File: src/rtl/sgdma_pkg.sv
package sgdma_pkg;

    localparam logic [1:0] CSR_CTRL   = 2'd0;
    localparam logic [1:0] CSR_BASE   = 2'd1;
    localparam logic [1:0] CSR_STATUS = 2'd2;
    localparam logic [1:0] CSR_IEN    = 2'd3;

    typedef enum logic [2:0] {
        W_IDLE, W_FETCH, W_LOAD, W_RD, W_PUSH, W_POP, W_WR, W_WBACK
    } wstate_e;

    // flags word of a descriptor, bit 31 down to bit 0
    typedef struct packed {
        logic        own;
        logic        xfer_err;
        logic [23:0] rsv_hi;
        logic        ring_end;
        logic        chain;
        logic        first;
        logic        last;
        logic        no_notice;
        logic        rsv_lo;
    } dflags_t;

    // number of 32-bit words for a byte count, clipped to the buffer limit
    function automatic logic [15:0] buf_words(input logic [15:0] nbytes,
                                              input logic [15:0] maxb);
        logic [16:0] c;
        c = (nbytes > maxb) ? {1'b0, maxb} : {1'b0, nbytes};
        c = c + 17'd3;
        return {1'b0, c[16:2]};
    endfunction

endpackage

File: src/rtl/sgdma_regs.sv
module sgdma_regs
    import sgdma_pkg::*;
#(
    parameter int AW = 32
) (
    input  logic          clk,
    input  logic          rst,
    input  logic          csr_wr,
    input  logic [1:0]    csr_addr,
    input  logic [31:0]   csr_wdata,
    output logic [31:0]   csr_rdata,
    input  logic          ev_tx,
    input  logic          ev_rx,
    input  logic          ev_fbe,
    input  logic          ev_du,
    output logic          start,
    output logic          soft_rst,
    output logic [AW-1:0] list_base,
    output logic          irq
);

    logic       fixb, en, srst_q;
    logic [1:0] ien;
    logic       st_tx, st_rx, st_fbe, st_du;
    logic       wr_ctrl, wr_base, wr_st, wr_ie;
    logic       nrm, abn;

    assign wr_ctrl = csr_wr && (csr_addr == CSR_CTRL);
    assign wr_base = csr_wr && (csr_addr == CSR_BASE);
    assign wr_st   = csr_wr && (csr_addr == CSR_STATUS);
    assign wr_ie   = csr_wr && (csr_addr == CSR_IEN);

    assign start    = wr_ctrl && csr_wdata[7] && !csr_wdata[0];
    assign soft_rst = srst_q;

    always_ff @(posedge clk) begin
        if (rst) begin
            fixb <= 1'b0; en <= 1'b0; srst_q <= 1'b0;
            list_base <= '0; ien <= '0;
            st_tx <= 1'b0; st_rx <= 1'b0; st_fbe <= 1'b0; st_du <= 1'b0;
        end else begin
            srst_q <= wr_ctrl && csr_wdata[0];
            if (wr_ctrl) begin
                fixb <= csr_wdata[1];
                en   <= csr_wdata[7];
            end
            if (wr_base) list_base <= csr_wdata[AW-1:0];
            if (wr_ie)   ien <= csr_wdata[1:0];
            if (srst_q) begin
                st_tx <= 1'b0; st_rx <= 1'b0; st_fbe <= 1'b0; st_du <= 1'b0;
            end else begin
                st_tx  <= (st_tx  && !(wr_st && csr_wdata[0])) || ev_tx;
                st_rx  <= (st_rx  && !(wr_st && csr_wdata[1])) || ev_rx;
                st_fbe <= (st_fbe && !(wr_st && csr_wdata[2])) || ev_fbe;
                st_du  <= (st_du  && !(wr_st && csr_wdata[4])) || ev_du;
            end
        end
    end

    assign nrm = |({st_rx, st_tx} & ien);
    assign abn = st_fbe || st_du;
    assign irq = nrm || abn;

    always_comb begin
        csr_rdata = '0;
        unique case (csr_addr)
            CSR_CTRL:   csr_rdata = {24'd0, en, 5'd0, fixb, srst_q};
            CSR_BASE:   csr_rdata[AW-1:0] = list_base;
            CSR_STATUS: csr_rdata = {22'd0, abn, nrm, 2'd0, st_fbe, st_du,
                                     1'b0, st_fbe, st_rx, st_tx};
            default:    csr_rdata = {30'd0, ien};
        endcase
    end


    w1c_chk: assert property (@(posedge clk) disable iff (rst)
        (wr_st && csr_wdata[4] && !ev_du) |=> !st_du);


    srst_clear_chk: assert property (@(posedge clk) disable iff (rst)
        srst_q |=> (!st_tx && !st_rx && !st_fbe && !st_du));

endmodule

File: src/rtl/sgdma_walker.sv
module sgdma_walker
    import sgdma_pkg::*;
#(
    parameter int AW        = 32,
    parameter int MAX_BYTES = 4096
) (
    input  logic          clk,
    input  logic          rst,
    input  logic          start,
    input  logic          soft_rst,
    input  logic [AW-1:0] list_base,
    input  logic          to_card,
    output logic          mem_req,
    output logic          mem_we,
    output logic [AW-1:0] mem_addr,
    output logic [31:0]   mem_wdata,
    input  logic [31:0]   mem_rdata,
    input  logic          mem_ack,
    input  logic          mem_err,
    output logic          fifo_push,
    output logic [31:0]   fifo_wdata,
    input  logic          fifo_full,
    output logic          fifo_pop,
    input  logic [31:0]   fifo_rdata,
    input  logic          fifo_empty,
    output logic          ev_tx,
    output logic          ev_rx,
    output logic          ev_fbe,
    output logic          ev_du
);

    localparam logic [15:0] MAXB = 16'(MAX_BYTES);
    localparam logic [15:0] MAXW = 16'(MAX_BYTES / 4);
    localparam logic [AW-1:0] STEP = AW'(4);
    localparam logic [AW-1:0] DSTRIDE = AW'(16);

    wstate_e     state;
    logic [1:0]  idx;
    logic        bufsel;
    logic [AW-1:0] cur, ptr;
    logic [15:0] rem;
    logic [31:0] d0, d1, d2, d3, dat;
    dflags_t     fl;
    logic [15:0] ld_words;
    logic        ev_done;

    assign fl = dflags_t'(d0);
    assign ld_words = bufsel ? buf_words(d1[31:16], MAXB) : buf_words(d1[15:0], MAXB);

    always_ff @(posedge clk) begin
        if (rst || soft_rst) begin
            state <= W_IDLE; idx <= '0; bufsel <= 1'b0;
            cur <= '0; ptr <= '0; rem <= '0;
            d0 <= '0; d1 <= '0; d2 <= '0; d3 <= '0; dat <= '0;
        end else begin
            unique case (state)
                W_IDLE: if (start) begin
                    cur <= list_base; idx <= '0; bufsel <= 1'b0;
                    state <= W_FETCH;
                end
                W_FETCH: if (mem_ack) begin
                    if (mem_err) state <= W_IDLE;
                    else begin
                        unique case (idx)
                            2'd0: d0 <= mem_rdata;
                            2'd1: d1 <= mem_rdata;
                            2'd2: d2 <= mem_rdata;
                            default: d3 <= mem_rdata;
                        endcase
                        if (idx == 2'd0 && !mem_rdata[31]) state <= W_IDLE;
                        else if (idx == 2'd3) state <= W_LOAD;
                        else idx <= idx + 2'd1;
                    end
                end
                W_LOAD: begin
                    ptr <= bufsel ? d3[AW-1:0] : d2[AW-1:0];
                    rem <= ld_words;
                    if (ld_words != '0) state <= to_card ? W_RD : W_POP;
                    else if (!bufsel && !fl.chain) begin
                        bufsel <= 1'b1; state <= W_LOAD;
                    end else state <= W_WBACK;
                end
                W_RD: if (mem_ack) begin
                    if (mem_err) state <= W_IDLE;
                    else begin dat <= mem_rdata; state <= W_PUSH; end
                end
                W_PUSH: if (!fifo_full) begin
                    ptr <= ptr + STEP; rem <= rem - 16'd1;
                    if (rem != 16'd1) state <= W_RD;
                    else if (!bufsel && !fl.chain) begin
                        bufsel <= 1'b1; state <= W_LOAD;
                    end else state <= W_WBACK;
                end
                W_POP: if (!fifo_empty) begin
                    dat <= fifo_rdata; state <= W_WR;
                end
                W_WR: if (mem_ack) begin
                    if (mem_err) state <= W_IDLE;
                    else begin
                        ptr <= ptr + STEP; rem <= rem - 16'd1;
                        if (rem != 16'd1) state <= W_POP;
                        else if (!bufsel && !fl.chain) begin
                            bufsel <= 1'b1; state <= W_LOAD;
                        end else state <= W_WBACK;
                    end
                end
                default: if (mem_ack) begin
                    if (mem_err || fl.last) state <= W_IDLE;
                    else begin
                        cur <= fl.chain ? d3[AW-1:0] : (fl.ring_end ? list_base : cur + DSTRIDE);
                        idx <= '0; bufsel <= 1'b0; state <= W_FETCH;
                    end
                end
            endcase
        end
    end

    always_comb begin
        mem_req = 1'b0; mem_we = 1'b0; mem_addr = cur; mem_wdata = dat;
        fifo_push = 1'b0; fifo_pop = 1'b0; fifo_wdata = dat;
        unique case (state)
            W_FETCH: begin
                mem_req = 1'b1;
                mem_addr = cur + {{(AW-4){1'b0}}, idx, 2'b00};
            end
            W_RD:   begin mem_req = 1'b1; mem_addr = ptr; end
            W_PUSH: fifo_push = !fifo_full;
            W_POP:  fifo_pop = !fifo_empty;
            W_WR:   begin mem_req = 1'b1; mem_we = 1'b1; mem_addr = ptr; end
            W_WBACK: begin
                mem_req = 1'b1; mem_we = 1'b1; mem_addr = cur;
                mem_wdata = {1'b0, d0[30:0]};
            end
            default: ;
        endcase
    end

    assign ev_fbe  = !soft_rst && mem_req && mem_ack && mem_err;
    assign ev_du   = !soft_rst && state == W_FETCH && idx == 2'd0 && mem_ack
                     && !mem_err && !mem_rdata[31];
    assign ev_done = !soft_rst && state == W_WBACK && mem_ack && !mem_err
                     && fl.last && !fl.no_notice;
    assign ev_tx   = ev_done && to_card;
    assign ev_rx   = ev_done && !to_card;


    req_hold_chk: assert property (@(posedge clk) disable iff (rst || soft_rst)
        (mem_req && !mem_ack) |=> (mem_req && $stable(mem_addr)));


    unowned_stop_chk: assert property (@(posedge clk) disable iff (rst || soft_rst)
        (state == W_FETCH && idx == 2'd0 && mem_ack && !mem_err && !mem_rdata[31])
        |=> !mem_req);


    done_at_wback_chk: assert property (@(posedge clk) disable iff (rst)
        (ev_tx || ev_rx) |-> (mem_req && mem_we && mem_ack && !mem_err));


    rem_bound_chk: assert property (@(posedge clk) disable iff (rst)
        rem <= MAXW);


    bus_err_stop_chk: assert property (@(posedge clk) disable iff (rst || soft_rst)
        (mem_ack && mem_err) |=> !mem_req);

endmodule

File: src/rtl/sgdma_engine.sv
module sgdma_engine
    import sgdma_pkg::*;
#(
    parameter int AW        = 32,
    parameter int MAX_BYTES = 4096
) (
    input  logic          clk,
    input  logic          rst,
    input  logic          csr_wr,
    input  logic [1:0]    csr_addr,
    input  logic [31:0]   csr_wdata,
    output logic [31:0]   csr_rdata,
    input  logic          to_card,
    output logic          mem_req,
    output logic          mem_we,
    output logic [AW-1:0] mem_addr,
    output logic [31:0]   mem_wdata,
    input  logic [31:0]   mem_rdata,
    input  logic          mem_ack,
    input  logic          mem_err,
    output logic          fifo_push,
    output logic [31:0]   fifo_wdata,
    input  logic          fifo_full,
    output logic          fifo_pop,
    input  logic [31:0]   fifo_rdata,
    input  logic          fifo_empty,
    output logic          irq
);

    logic          start, soft_rst;
    logic [AW-1:0] list_base;
    logic          ev_tx, ev_rx, ev_fbe, ev_du;

    sgdma_regs #(.AW(AW)) u_regs (
        .clk(clk), .rst(rst),
        .csr_wr(csr_wr), .csr_addr(csr_addr), .csr_wdata(csr_wdata),
        .csr_rdata(csr_rdata),
        .ev_tx(ev_tx), .ev_rx(ev_rx), .ev_fbe(ev_fbe), .ev_du(ev_du),
        .start(start), .soft_rst(soft_rst), .list_base(list_base), .irq(irq)
    );

    sgdma_walker #(.AW(AW), .MAX_BYTES(MAX_BYTES)) u_walk (
        .clk(clk), .rst(rst), .start(start), .soft_rst(soft_rst),
        .list_base(list_base), .to_card(to_card),
        .mem_req(mem_req), .mem_we(mem_we), .mem_addr(mem_addr),
        .mem_wdata(mem_wdata), .mem_rdata(mem_rdata), .mem_ack(mem_ack),
        .mem_err(mem_err),
        .fifo_push(fifo_push), .fifo_wdata(fifo_wdata), .fifo_full(fifo_full),
        .fifo_pop(fifo_pop), .fifo_rdata(fifo_rdata), .fifo_empty(fifo_empty),
        .ev_tx(ev_tx), .ev_rx(ev_rx), .ev_fbe(ev_fbe), .ev_du(ev_du)
    );

    logic unused_wd;
    assign unused_wd = ^{csr_wdata[6:5], csr_wdata[3]};

endmodule

File: config.mk
export PLATFORM = sky130hd
export DESIGN_NAME = sgdma_engine
export DESIGN_NICKNAME = d
export VERILOG_FILES = /design/src/rtl/sgdma_pkg.sv /design/src/rtl/sgdma_regs.sv /design/src/rtl/sgdma_walker.sv /design/src/rtl/sgdma_engine.sv
export SDC_FILE = /design/constraint.sdc
export NUM_CORES = 1
export LEC_CHECK = 0
export BUFFER_PORTS_ARGS = -buffer_cell sky130_fd_sc_hd__buf_2
export CORE_AREA = 2 2 233 235
export CTS_BUF_LIST = sky130_fd_sc_hd__clkbuf_16
export CTS_CLUSTER_SIZE = 30
export DETAILED_ROUTE_END_ITERATION = 8
export DIE_AREA = 0 0 235 237
export GPL_ROUTABILITY_DRIVEN = 0
export PLACE_DENSITY = 0.59
export SLEW_MARGIN = 20
export SYNTH_ARGS = -nofsm -noshare
export SYNTH_HDL_FRONTEND = slang
export SYNTH_HIERARCHICAL = 1
export SYNTH_SLANG_ARGS = --single-unit
File: constraint.sdc
create_clock -name clk -period 2.6 [get_ports clk]
set_input_delay 0.39 -clock clk [delete_from_list [all_inputs] [get_ports clk]]
set_output_delay 0.39 -clock clk [all_outputs]
set_load 0.01 [all_outputs]
* Word-level counts from Yosys, hierarchy flattened
Index checks and enable logic that the tools add are counted.
** Storage, ports and cells
- Memories :: 0
- Memory bits (writable) :: 0
- Register bits :: 286
- Input bits :: 106
- Memory bits (read-only) :: 0
- Bits in latches :: 0
** Operators by class
- Mux-type cells :: 66
- $mul :: 0
- $lt $le $gt $ge :: 2
- $add $sub $neg :: 7
- Reduce and logical (&&, ||, !) cells :: 82
- Shifts and indexed selects :: 0
- Bitwise operators :: 6
- Div/mod/pow operators :: 0
- Eq/ne operators :: 30
** Operator list (number)
- 2-to-1 mux 32 bit :: 13
- case mux 32 bit (2 select lines) :: 3
- case mux 32 bit (3 select lines) :: 2
- 2-to-1 mux 16 bit :: 5
- 2-to-1 mux 3 bit :: 17
- case mux 16 bit (3 select lines) :: 1
- adder 17 x 2 -> 17 bit (second input constant) :: 2
- adder 32 x 3 -> 32 bit (second input constant) :: 1
- adder 32 x 4 -> 32 bit :: 1
- adder 32 x 5 -> 32 bit (second input constant) :: 1
- greater-than comparator 16 x 13 -> 1 bit (second input constant) :: 2
- logical AND 1 bit :: 32
- AND reduction 4 bit :: 7
- != test 2 bit (second input constant) :: 13
- AND reduction 8 bit :: 3
- case mux 3 bit (7 select lines) :: 1
- != test 16 x 1 -> 1 bit (second input constant) :: 1
- nonzero test 16 bit :: 1
- subtractor 16 x 1 -> 16 bit (second input constant) :: 1
- 2-to-1 mux 15 bit :: 1
- zero test 1 bit :: 14
- 2-to-1 mux 1 bit :: 14
- 2-to-1 mux 2 bit :: 7
- equality test 3 bit (second input constant) :: 4
- 24 further kinds :: 46

* Longest topological paths before layout
- Depth in word-level cells :: 8
- Depth in mapped cells :: 12

* Modules after synthesis
The synthesis kept the hierarchy.
** Modules (own cells, without submodules)
- sgdma_walker :: cells each 1859, times used 1, area each 13611.8 µm², seq. area each 4904.7 µm²
- sgdma_regs :: cells each 221, times used 1, area each 2138.3 µm², seq. area each 820.8 µm²

* Worst setup path after synthesis
No wires, ideal clock.
- Kind :: register -> output
- From :: register u_walk.cur[4]
- To :: output port mem_addr[26]
- Data required time :: 2.210 ns
- Arrival time :: 2.311 ns
- Stages on the path, launching flop included :: 8
- Buffers on the path :: 0
- Slack :: -0.101 ns
- Cell sequence :: dfxtp_1 > ha_1 > nand3_1 > nor3_1 > nand2_1 > nor2_1 > nand2_1 > o311ai_0
** Between the ends
- Longest elaborated chain between the ends :: 2
** RTL lines
- start: declaration :: line sgdma_walker.sv:40 : logic [AW-1:0] cur, ptr;
- start signal: assignment :: line sgdma_walker.sv:110 : cur <= fl.chain ? d3[AW-1:0] : (fl.ring_end ? list_base : cur + DSTRIDE);
- adder 32 x 4 -> 32 bit :: line sgdma_walker.sv:124 : mem_addr = cur + {{(AW-4){1'b0}}, idx, 2'b00};
- case mux 32 bit (2 select lines) :: line sgdma_walker.sv:121 : unique case (state)
- end: declaration :: line sgdma_engine.sv:16 : output logic [AW-1:0] mem_addr,
Every way passes these cells.

* Worst setup path in the final report
- From :: register u_walk.cur[10]
- To :: output port mem_addr[23]
The elaborated chain is that of the path after synthesis.

==> impl_metrics.csv <==
group,metric,value,unit
detailed_routing,num_vias,16800,
timing,fin_crit,2.83,ns
grt,grt_start_max_net_pins,71,
cts,ctsHtreeMaxLevel,2,
cts,clock_latency,0.56,ns
timing,max_freq,353,MHz
worst_setup_path,cp-start-kind,"register",
die,core,53300,um^2
timing,hold_violations,0,
cts,cts_root_buf,"clkbuf_16",
die,die_w,235,um
grt,antenna_found_initial,2,
grt,grt_util_met3,3.80,%
synth,ys_ff_latch,286,
grt,track_usage,20.7,%
worst_setup_path,cpMaxStageDelayCell,"dfxtp_2",
synth,synth-edff-count,0,
synth,synth_compound_area_share,22.0,%
placement,numPlacedInstances,2980,
flow_run,drv_cap,0,
timing,grt_setup_unrepaired,"true",
worst_setup_path,cpMostUsedCell,"nand3_2",
worst_setup_path,cp_data_arrival_time,2.44,ns
detailed_routing,routed_wl,60500,um
final_layout,area_growth,29.5,%
worst_setup_path,worstPathRequired,2.21,ns
cts,cts.clk_slew.worst_paths,0.06,ns
final_layout,final_common_cell,"nand2_1",
worst_setup_path,cpPeakStageDelay,0.32,ns
hold_path,hold_path.class,"in2reg",
timing,fin_ws,-0.229,ns
grt,use_met1,27.9,%
synth,ys.flop_type,"dfxtp_1",
detailed_routing,wire_per_inst,19.7,um
synth,synth-xor-area-share,1.39,%
final_layout,final_cell_mix,"nand2_1, dfxtp_1, a21oi_1, buf_2, nor2_1",
synth,synth_top_family_by_area,"simple AND/OR/NAND/NOR gates",
synth,synth_top_cells_by_area,"dfxtp_1, nand2_1, a21oi_1",
synth,synth_cell_types,82,
die,die_h,237,um
cts,cts_buffer_depth,3,
worst_setup_path,path_max_fanout,3,
synth,yosysWarningCount,6,
detailed_routing,drc,0,
placement,numPortBuffers,238,
placement,dpl.hpwl,43400,um
worst_setup_path,worst-path-buf-inv,1,
die,start_util,29.6,%
timing,fin_crit_sh,109,%
timing,setup_viol,21,
worst_setup_path,worstSetupPathType,"reg2out",
grt,grt.met2_usage,32.5,%
final_layout,final_layout_size_suffix_gt1_share,26.2,%
timing,finClkSkew,0.0199,ns
grt,top_usage_layer,"met2",
detailed_routing,dr.pass1.iters,8,
final_layout,nets,2475,
cts,postCtsHoldBufs,0,
synth,syn_nets,2198,
synth,muxShareOfSynthArea,8.61,%
die,ios,239,
timing,worst_pin_slew,1.11,ns
synth,synthCells,2080,
run_status,outcome,"complete, but fails checks",
detailed_routing,routed_via_density,5.45,
worst_setup_path,crit_family,"simple AND/OR/NAND/NOR gates",
die,die_area,55700,um^2
power_and_ir_drop,power_density,690,nW/um^2
grt,grt_first_pass_wirelength,91700,um
synth,yosys.area_share.simple,25.9,%
synth,ys_async_sr_fraction,0,%
synth,yosys.area.top_type_share,36.4,%
synth,yosysSeqAreaShare,36.4,%
timing,slew_viol_final,0,
synth,avgSynthCellArea,7.57,um^2
final_layout,final_cells,3075,
cts,tritoncts,"built",
power_and_ir_drop,ir_drop,0.390,mV
detailed_routing,antenna_left,0,
synth,synth_largest_area_cell,"dfxtp_1",
worst_setup_path,endpoint_kind,"output port",
power_and_ir_drop,fin_total_pwr,14.1,mW
grt,gr-total-overflow,0,
cts,cts_buffers,35,
power_and_ir_drop,p_leak,8.04,nW
worst_setup_path,crit_chain,"nand4_1 > nor3_2 > and4_1 > nand3_2 > nor2_4 > nand3_2 > o311ai_2 > buf_2",
final_layout,fillers,5388,
synth,synthAdderAreaFrac,1.00,%
cts,clock_sinks,286,
final_layout,diodes,0,
grt,grt_pass1_vias,15700,
timing,relSlewSlack,25.5,%
die,rows,85,
detailed_routing,drtIter0Drc,1619,
synth,synth_area,15800,um^2
run_status,violations,"setup timing",
worst_setup_path,reg2reg_slack,0.09,ns
## flip-flops by register name (all words and copies together) (netlist names)
register and flops:
u_walk/rem 16, u_regs/st_rx 1, u_regs/fixb 1, u_walk/d3 32, u_walk/fifo_wdata 32, u_walk/idx 2
u_regs/st_du 1, u_walk/d2 32, u_regs/list_base 32, u_walk/ptr 32, u_walk/d1 32, u_walk/cur 32
u_regs/soft_rst 1, u_regs/st_tx 1, u_regs/st_fbe 1, u_walk/state 3, u_regs/en 1, u_regs/ien 2
u_walk/bufsel 1, u_walk/d0 31
## worst reg2reg max path, delay by kind of cell (launching register included)
family,cells,cell delay [ns]
compound gates,4,0.95
simple gates,4,1.18
flops,1,0.31
## cell usage after synthesis (8+ instances only)
cell and instances:
inv_1 19, o22ai_1 24, nor2b_1 25, ha_1 11
nor3_1 52, mux2i_1 92, nor2_1 168, xor2_1 10
a31oi_1 15, clkbuf_1 147, xnor2_1 15, dfxtp_1 286
a22oi_1 22, mux2_2 34, a311oi_1 8, a211oi_1 44
o211ai_1 15, o311ai_0 10, nand2b_1 80, and2_1 34
nand4_1 15, o21ai_0 103, a221oi_1 10, a21oi_1 242
nor4_1 17, nand3_1 40, nand2_1 399, and3_1 18
buf_1 8
## metrics by stage
step	setup slack, ns	cell area, um^2	TNS, ns	hold slack (ns)	util (%)
global route	-0.280	20400	-3.27	0.0349	38.3
floorplan	0.0231	15800	0	0.432	-
finish	-0.229	20400	-1.84	0.0577	38.3
detailed placement	0.00479	18300	0	0.442	34.3
global placement	-0.00715	18300	-0.00715	0.438	34.3
CTS	-0.177	20000	-1.84	0.0365	37.5
## per-layer routing
metal / part of all wire [%] / up-vias / wire length [um]
met3: 8.5 / 149 / 5170
li1: - / 7891 / -
met1: 42 / 7909 / 25700
met2: 45 / 818 / 27100
met4: 4.1 / 4 / 2510
met5: 0.094 / - / 57
## path summary, 6_finish.rpt
check	start	to	depth (start not counted)
max	u_walk/cur[10]	mem_addr[23]	8
min	csr_wdata[1]	u_regs/st_rx	2
max reg2reg	u_walk/d1[13]	u_walk/rem[8]	8
min reg2reg	u_walk/d2[16]	u_walk/d2[16]	2
## power breakdown
part,internal (mW),leakage [nW],switching [mW]
logic,1.59,5.15,2.66
registers,4.63,2.32,0.278
clock network,2.91,0.567,2.00
## cell type report
class	instances	area [um^2]	area share, %
Clock buffer	36	901	4.42
Clock inverter	23	229	1.12
Inverter	19	71.3	0.350
Multi-Input combinational cell	1609	9890	48.5
Sequential cell	286	5760	28.3
Tap cell	696	871	4.27
Timing Repair Buffer	406	2670	13.1
## logic make-up (layout without fill, tap and decap cells)
group                      Yosys count  after routing
AOI/OAI and AO/OA                  561            561
xor gates and xnor gates            25             25
adders and majority gates           12             12
buffers and inverters              185            484
DFF                                286            286
muxes                              128            128
and+or+nand+nor                    883            883
## what timing repair did
item,in CTS,in global routing
gates resized for setup,122,75
setup endpoints to repair,41,36
pin swaps,47,52
gates cloned,1,0
setup buffers,24,17
(Power assumes the default switching activity.)
